**src/rtl/sftx_pkg.sv**
```systemverilog
package sftx_pkg;

  localparam int MIN_CHAR_BITS = 5;

  typedef enum logic [2:0] {
    PAR_NONE  = 3'd0,
    PAR_EVEN  = 3'd1,
    PAR_ODD   = 3'd2,
    PAR_SPACE = 3'd3,
    PAR_MARK  = 3'd4
  } par_mode_e;

  typedef enum logic [1:0] {
    STOP_ONE      = 2'd0,
    STOP_ONE_HALF = 2'd1,
    STOP_TWO      = 2'd2
  } stop_mode_e;

  typedef enum logic [2:0] {
    S_IDLE   = 3'd0,
    S_START  = 3'd1,
    S_DATA   = 3'd2,
    S_PARITY = 3'd3,
    S_STOP1  = 3'd4,
    S_STOP2  = 3'd5
  } tx_state_e;

endpackage

```
**src/rtl/sftx_hold.sv**
```systemverilog
module sftx_hold #(
  parameter int DW = 8
) (
  input  logic          clk,
  input  logic          rst_n,
  input  logic          wr_valid,
  input  logic [DW-1:0] wr_data,
  input  logic          take,
  output logic          accept,
  output logic          full,
  output logic [DW-1:0] data
);

  logic          full_q, full_d;
  logic [DW-1:0] data_q;

  assign accept = wr_valid & ~full_q;

  always_comb begin
    full_d = full_q;
    if (take)        full_d = 1'b0;
    else if (accept) full_d = 1'b1;
  end

  always_ff @(posedge clk or negedge rst_n) begin
    if (!rst_n) begin
      full_q <= 1'b0;
    end else begin
      full_q <= full_d;
    end
  end

  always_ff @(posedge clk or negedge rst_n) begin
    if (!rst_n) begin
      data_q <= '0;
    end else if (accept) begin
      data_q <= wr_data;
    end
  end

  assign full = full_q;
  assign data = data_q;

endmodule

```
**src/rtl/sftx_bit_timer.sv**
```systemverilog
module sftx_bit_timer #(
  parameter int CW = 16
) (
  input  logic          clk,
  input  logic          rst_n,
  input  logic          load,
  input  logic [CW-1:0] load_val,
  output logic          tick
);

  logic [CW-1:0] cnt_q, cnt_d;

  always_comb begin
    cnt_d = cnt_q;
    if (load)              cnt_d = load_val;
    else if (cnt_q != '0)  cnt_d = cnt_q - 1'b1;
  end

  always_ff @(posedge clk or negedge rst_n) begin
    if (!rst_n) begin
      cnt_q <= '0;
    end else begin
      cnt_q <= cnt_d;
    end
  end

  assign tick = (cnt_q == '0);

endmodule

```
**src/rtl/sftx_shifter.sv**
```systemverilog
module sftx_shifter
  import sftx_pkg::*;
#(
  parameter int DW = 8,
  parameter int CW = 16
) (
  input  logic          clk,
  input  logic          rst_n,
  input  logic          hold_full,
  input  logic [DW-1:0] hold_data,
  input  logic          wr_accept,
  input  logic [1:0]    cfg_len,
  input  logic [2:0]    cfg_par,
  input  logic [1:0]    cfg_stop,
  input  logic [CW-1:0] divisor,
  input  logic          tick,
  output logic          take,
  output logic          tmr_load,
  output logic [CW-1:0] tmr_val,
  output logic          line,
  output logic          done
);

  localparam int BW = (DW > 1) ? $clog2(DW) : 1;

  tx_state_e      state_q, state_d;
  logic [DW-1:0]  sh_q, sh_d;
  logic [BW-1:0]  left_q, left_d;
  logic [BW-1:0]  last_idx_q, last_idx_d;
  logic           par_q, par_d;
  logic           has_par_q, has_par_d;
  logic [1:0]     stop_q, stop_d;
  logic [CW-1:0]  div_q, div_d;
  logic           done_q, done_d;

  logic [DW-1:0]  len_mask;
  logic           new_par_bit;
  logic           new_has_par;
  logic           stop_is_one;
  logic           frame_end;
  logic [CW-1:0]  bit_len_m1;
  logic [CW-1:0]  half_len_m1;

  // Mask of the bits belonging to the selected character length.
  always_comb begin
    for (int i = 0; i < DW; i++) begin
      len_mask[i] = (i < (MIN_CHAR_BITS + int'(cfg_len)));
    end
  end

  always_comb begin
    new_has_par = 1'b1;
    new_par_bit = 1'b0;
    case (par_mode_e'(cfg_par))
      PAR_EVEN:  new_par_bit = ^(hold_data & len_mask);
      PAR_ODD:   new_par_bit = ~^(hold_data & len_mask);
      PAR_SPACE: new_par_bit = 1'b0;
      PAR_MARK:  new_par_bit = 1'b1;
      default:   new_has_par = 1'b0;
    endcase
  end

  assign stop_is_one = (stop_q == STOP_ONE);
  assign bit_len_m1  = div_q - 1'b1;
  assign half_len_m1 = (div_q >> 1) - 1'b1;
  assign frame_end   = tick && ((state_q == S_STOP1 && stop_is_one) || state_q == S_STOP2);
  assign take        = hold_full && (state_q == S_IDLE || frame_end);

  always_comb begin
    state_d    = state_q;
    sh_d       = sh_q;
    left_d     = left_q;
    last_idx_d = last_idx_q;
    par_d      = par_q;
    has_par_d  = has_par_q;
    stop_d     = stop_q;
    div_d      = div_q;
    done_d     = done_q;
    tmr_load   = 1'b0;
    tmr_val    = bit_len_m1;

    if (wr_accept) done_d = 1'b0;

    if (take) begin
      state_d    = S_START;
      sh_d       = hold_data;
      last_idx_d = BW'(MIN_CHAR_BITS - 1) + BW'(cfg_len);
      par_d      = new_par_bit;
      has_par_d  = new_has_par;
      stop_d     = cfg_stop;
      div_d      = divisor;
      tmr_load   = 1'b1;
      tmr_val    = divisor - 1'b1;
    end else if (tick && state_q != S_IDLE) begin
      case (state_q)
        S_START: begin
          state_d  = S_DATA;
          left_d   = last_idx_q;
          tmr_load = 1'b1;
        end
        S_DATA: begin
          tmr_load = 1'b1;
          if (left_q == '0) begin
            state_d = has_par_q ? S_PARITY : S_STOP1;
          end else begin
            sh_d   = sh_q >> 1;
            left_d = left_q - 1'b1;
          end
        end
        S_PARITY: begin
          state_d  = S_STOP1;
          tmr_load = 1'b1;
        end
        S_STOP1: begin
          if (stop_is_one) begin
            state_d = S_IDLE;
            if (!wr_accept) done_d = 1'b1;
          end else begin
            state_d  = S_STOP2;
            tmr_load = 1'b1;
            tmr_val  = (stop_q == STOP_ONE_HALF) ? half_len_m1 : bit_len_m1;
          end
        end
        S_STOP2: begin
          state_d = S_IDLE;
          if (!wr_accept) done_d = 1'b1;
        end
        default: state_d = S_IDLE;
      endcase
    end
  end

  always_ff @(posedge clk or negedge rst_n) begin
    if (!rst_n) begin
      state_q    <= S_IDLE;
      sh_q       <= '0;
      left_q     <= '0;
      last_idx_q <= '0;
      par_q      <= 1'b0;
      has_par_q  <= 1'b0;
      stop_q     <= '0;
      div_q      <= '0;
      done_q     <= 1'b1;
    end else begin
      state_q    <= state_d;
      sh_q       <= sh_d;
      left_q     <= left_d;
      last_idx_q <= last_idx_d;
      par_q      <= par_d;
      has_par_q  <= has_par_d;
      stop_q     <= stop_d;
      div_q      <= div_d;
      done_q     <= done_d;
    end
  end

  always_comb begin
    case (state_q)
      S_START:  line = 1'b0;
      S_DATA:   line = sh_q[0];
      S_PARITY: line = par_q;
      default:  line = 1'b1;
    endcase
  end

  assign done = done_q;

endmodule

```
**src/rtl/serial_frame_tx.sv**
```systemverilog
module serial_frame_tx #(
  parameter int DATA_W = 8,
  parameter int DIV_W  = 16
) (
  input  logic              clk,
  input  logic              rst_n,
  input  logic              wr_valid,
  input  logic [DATA_W-1:0] wr_data,
  input  logic [1:0]        cfg_len,
  input  logic [2:0]        cfg_par,
  input  logic [1:0]        cfg_stop,
  input  logic [DIV_W-1:0]  divisor,
  output logic              line_out,
  output logic              dr_empty,
  output logic              tx_done
);

  logic              hold_full;
  logic [DATA_W-1:0] hold_data;
  logic              wr_accept;
  logic              take;
  logic              tmr_load;
  logic [DIV_W-1:0]  tmr_val;
  logic              tick;

  sftx_hold #(.DW(DATA_W)) u_hold (
    .clk      (clk),
    .rst_n    (rst_n),
    .wr_valid (wr_valid),
    .wr_data  (wr_data),
    .take     (take),
    .accept   (wr_accept),
    .full     (hold_full),
    .data     (hold_data)
  );

  sftx_bit_timer #(.CW(DIV_W)) u_timer (
    .clk      (clk),
    .rst_n    (rst_n),
    .load     (tmr_load),
    .load_val (tmr_val),
    .tick     (tick)
  );

  sftx_shifter #(.DW(DATA_W), .CW(DIV_W)) u_shift (
    .clk       (clk),
    .rst_n     (rst_n),
    .hold_full (hold_full),
    .hold_data (hold_data),
    .wr_accept (wr_accept),
    .cfg_len   (cfg_len),
    .cfg_par   (cfg_par),
    .cfg_stop  (cfg_stop),
    .divisor   (divisor),
    .tick      (tick),
    .take      (take),
    .tmr_load  (tmr_load),
    .tmr_val   (tmr_val),
    .line      (line_out),
    .done      (tx_done)
  );

  assign dr_empty = ~hold_full;

endmodule

```
**config.mk**
```make
export PLATFORM = sky130hd
export DESIGN_NAME = serial_frame_tx
export DESIGN_NICKNAME = d
export VERILOG_FILES = /design/src/rtl/sftx_pkg.sv /design/src/rtl/sftx_hold.sv /design/src/rtl/sftx_bit_timer.sv /design/src/rtl/sftx_shifter.sv /design/src/rtl/serial_frame_tx.sv
export SDC_FILE = /design/constraint.sdc
export NUM_CORES = 1
export LEC_CHECK = 0
export ABC_AREA = 1
export BUFFER_PORTS_ARGS = -buffer_cell sky130_fd_sc_hd__buf_4
export CORE_ASPECT_RATIO = 1.1
export CORE_UTILIZATION = 55
export DETAILED_ROUTE_END_ITERATION = 8
export PLACE_DENSITY = 0.78
export SYNTH_ARGS = -nofsm -noshare
export SYNTH_HDL_FRONTEND = slang
export SYNTH_SLANG_ARGS = --single-unit
```
**constraint.sdc**
```tcl
create_clock -name clk -period 1.74 [get_ports clk]
set_input_delay 0.087 -clock clk [delete_from_list [all_inputs] [get_ports clk]]
set_output_delay 0.087 -clock clk [all_outputs]
set_load 0.02 [all_outputs]
```
==> impl_metrics.yaml <==
timing:
  rsz0062_at_grt: "true"
  fin_skew_ns: 0.0117
  fin_ws_ns: -0.252
  relSlewSlack_pct: 66.0
  post-route-period-util_pct: 114
  slew_viol_final: 0
  finalHoldViolations: 0
  fin_crit_ns: 1.99
  tightest_slew_ns: 0.510
  clock.fmax_mhz: 502
  setup_violations: 54
setup_path:
  path_class: "flip-flop to flip-flop"
  crit_chain: "nor2_1, nand2_1, nor2_4, nand3_2, buf_6, a21oi_4, clkbuf_16, nand3_1, nand3_1, nand2_1, inv_1"
  cp.required_ns: 2.05
  worstPathMaxFanout: 6
  worst-r2r-setup-slack_ns: -0.25
  crit_slowest_cell: "dfrtp_1"
  slowest_delay_ns: 0.39
  cp.arrival_ns: 2.30
  crit_path_end_kind: "flip-flop"
  start_kind: "flip-flop"
detailed_routing:
  ant_nets: 0
  wire_per_inst_microns: 16.4
  via_per_inst: 5.63
  vias: 5277
  wirelength_mm: 15.4
  drt_iter0_markers: 485
  drc: 0
  dr.pass1.iters: 6
floorplanning:
  ios: 37
  start_util_pct: 56.8
  die_y_microns: 97.0
  core_area_sq_mm: 0.00796
  die-area_sq_mm: 0.00858
  die_w_microns: 88.4
  fp-row-count: 34
synth:
  async_flop_share_pct: 100
  ys_types: 40
  synth_edf_count: 0
  ys_warn_count: 0
  synth_seq_cells: 63
  synth_nets: 719
  netlist_area_sq_mm: 0.00452
  synth-seq-area-share_pct: 34.9
  syn_inst: 677
  syn_area_per_cell_sq_um: 6.67
  synth_top_flop_cell: "dfrtp_1"
grt:
  gr-usage-met2_pct: 60.5
  overflow: 0
  grt_pass1_wl_mm: 23.8
  met1_usage_pct: 44.5
  met3_usage_pct: 6.57
  grt_pass1_vias: 5021
  grt.total_usage_pct: 36.7
  grt_max_degree: 36
  antenna_found_initial: 0
  busiest_layer: "met2"
status:
  failed_checks: "setup timing"
  run_status: "finished, violations left"
pwr:
  p_leak_nw: 3.04
  ir_worst_vdd_mv: 0.629
  powerDensity_mw_per_mm2: 823
  p_total_mw: 5.14
cts:
  clockBufferDepth: 2
  path_clk_slew_ns: 0.08
  cts.sinks: 63
  cts-htree-levels: 3
  clkLatencyLatePin_ns: 0.36
  root_buffer: "clkbuf_8"
  cts_tree: "built"
  cts_buffers: 9
cells_and_area:
  utilization_pct: 78.5
  areaGrowthSynthToFinish_pct: 38.3
  final_nets: 867
  antenna_cells: 0
  drive_above_1_share_pct: 26.3
placed_design:
  place_congestion: 0.984
  port_buffers: 36
  dp_hpwl_mm: 11.1
flow_run:
  maxCapViolCount: 0
hold_path:
  hp-class: "primary input to flip-flop"
[sequential cells by signal, indices dropped and copies added, names as in the netlist]
name and flops:
u_timer.cnt_q 16, u_shift.last_idx_q 3, u_shift.par_q 1, u_shift.sh_q 8, u_shift.state_q 3, u_hold.full 1
u_hold.data 8, u_shift.left_q 3, u_shift.done 1, u_shift.stop_q 2, u_shift.has_par_q 1, u_shift.div_q 16
[layout make-up]
class | count | area [sq um]
inverters | 81 | 309
fillers | 580 | 1710
well taps | 108 | 135
clock buffers | 10 | 138
repair buffers | 149 | 1270
flip-flops and latches | 63 | 1580
clock inverters | 6 | 70.1
multi-input cells | 521 | 2750
[routing by layer]
| metal | vias to the layer above | share of wire (%) |
|---|---|---|
| met5 | - | 0 |
| met4 | 0 | 4.8 |
| met3 | 71 | 7.3 |
| met2 | 261 | 50 |
| met1 | 2469 | 38 |
| li1 | 2476 | - |
[final timing paths]
check / start / end / depth (start not counted)
min reg2reg: u_shift.last_idx_q[0]$_DFFE_PN0N_ / u_shift.last_idx_q[0]$_DFFE_PN0N_ / 2
max: u_timer.cnt_q[7]$_DFFE_PN0P_ / u_timer.cnt_q[15]$_DFFE_PN0P_ / 11
max reg2reg: u_timer.cnt_q[7]$_DFFE_PN0P_ / u_timer.cnt_q[15]$_DFFE_PN0P_ / 11
min in group asynchronous: rst_n / u_shift.div_q[6]$_DFFE_PN0N_ / 2
min: divisor[9] / u_shift.div_q[9]$_DFFE_PN0N_ / 3
max in group asynchronous: rst_n / u_shift.done$_DFF_PN1_ / 3
[cells by family after synthesis]
family / share of synthesized area [%]
AND/OR/NAND/NOR: 36.6
AO/OA/AOI/OAI: 11.5
buffers and inverters: 8.56
flip-flops: 34.9
XOR/XNOR: 6.01
adder cells (fa/ha/maj): 2.22
multiplexers: 0.222
[timing repair]
| action | CTS | global route |
|---|---|---|
| setup buffers | 3 | 8 |
| pin swaps | 7 | 4 |
| resized for setup | 29 | 37 |
| hold endpoints to repair | 47 | 1 |
| setup endpoints to repair | 53 | 55 |
| cloned | 0 | 2 |
| hold buffers | 14 | 1 |
[cells in the mapped netlist (all sizes together), types with 2 or more instances]
master  number  area share, %
dfrtp       62             34
nor3b        2           0.33
nor2       102            9.1
o211ai       3           0.50
nand3       73            8.3
nor3         5           0.66
buf         10            1.6
ha           8            2.2
clkbuf       2           0.17
xor2        23            4.5
a21oi       16            1.9
xnor2        8            1.6
nand2      192             17
nand4        7           0.97
inv         80            6.6
o21ai       70            7.8
o221ai       2           0.39
[power breakdown]
part           leakage, nW  switching (mW)  total, mW  internal, mW
Clock               0.0947           0.653       1.36         0.704
Combinational         2.20           0.985       1.83         0.844
Sequential           0.744           0.239       1.95          1.72
Total                 3.04            1.88       5.14          3.26
[cell usage in the layout, fill, tap and decap left out, types with 9 or more instances in the layout]
cell type      synthesis  layout
nand2_2                5      12
dlygate4sd3_1          0      15
xor2_1                23      23
inv_1                 74      70
o21ai_1               18      25
nor2_1                92      83
nor2_2                 9      11
nand3_1               71      67
o21ai_0               52      43
a21oi_1               14      13
inv_2                  6       9
dfrtp_1               62      60
buf_4                  2     122
nand2_1              185     174
clkbuf_8               0      10
[critical path, delay by kind of cell, from the launching register on]
family,cells,cell delay [ns]
and+or+nand+nor,7,0.94
DFF,1,0.39
buffers and inverters,3,0.40
AOI/OAI and AO/OA,1,0.22
[through the flow]
step                      setup TNS, ns  area (sq um)  instances  worst slack (ns)  hold WS [ns]
after floorplan                 -0.0394          4540        677          -0.00965        -0.209
after detailed placement          -8.09          5540        894            -0.309        0.0935
after global placement            -5.42          5540        894            -0.260        0.0888
after global routing             -11.92          6240        938            -0.328        0.0136
final                             -7.25          6240        938            -0.252       0.00563
after CTS                         -1.96          6010        927            -0.109      0.000975
Note: power is estimated with default switching activity, not from simulation.
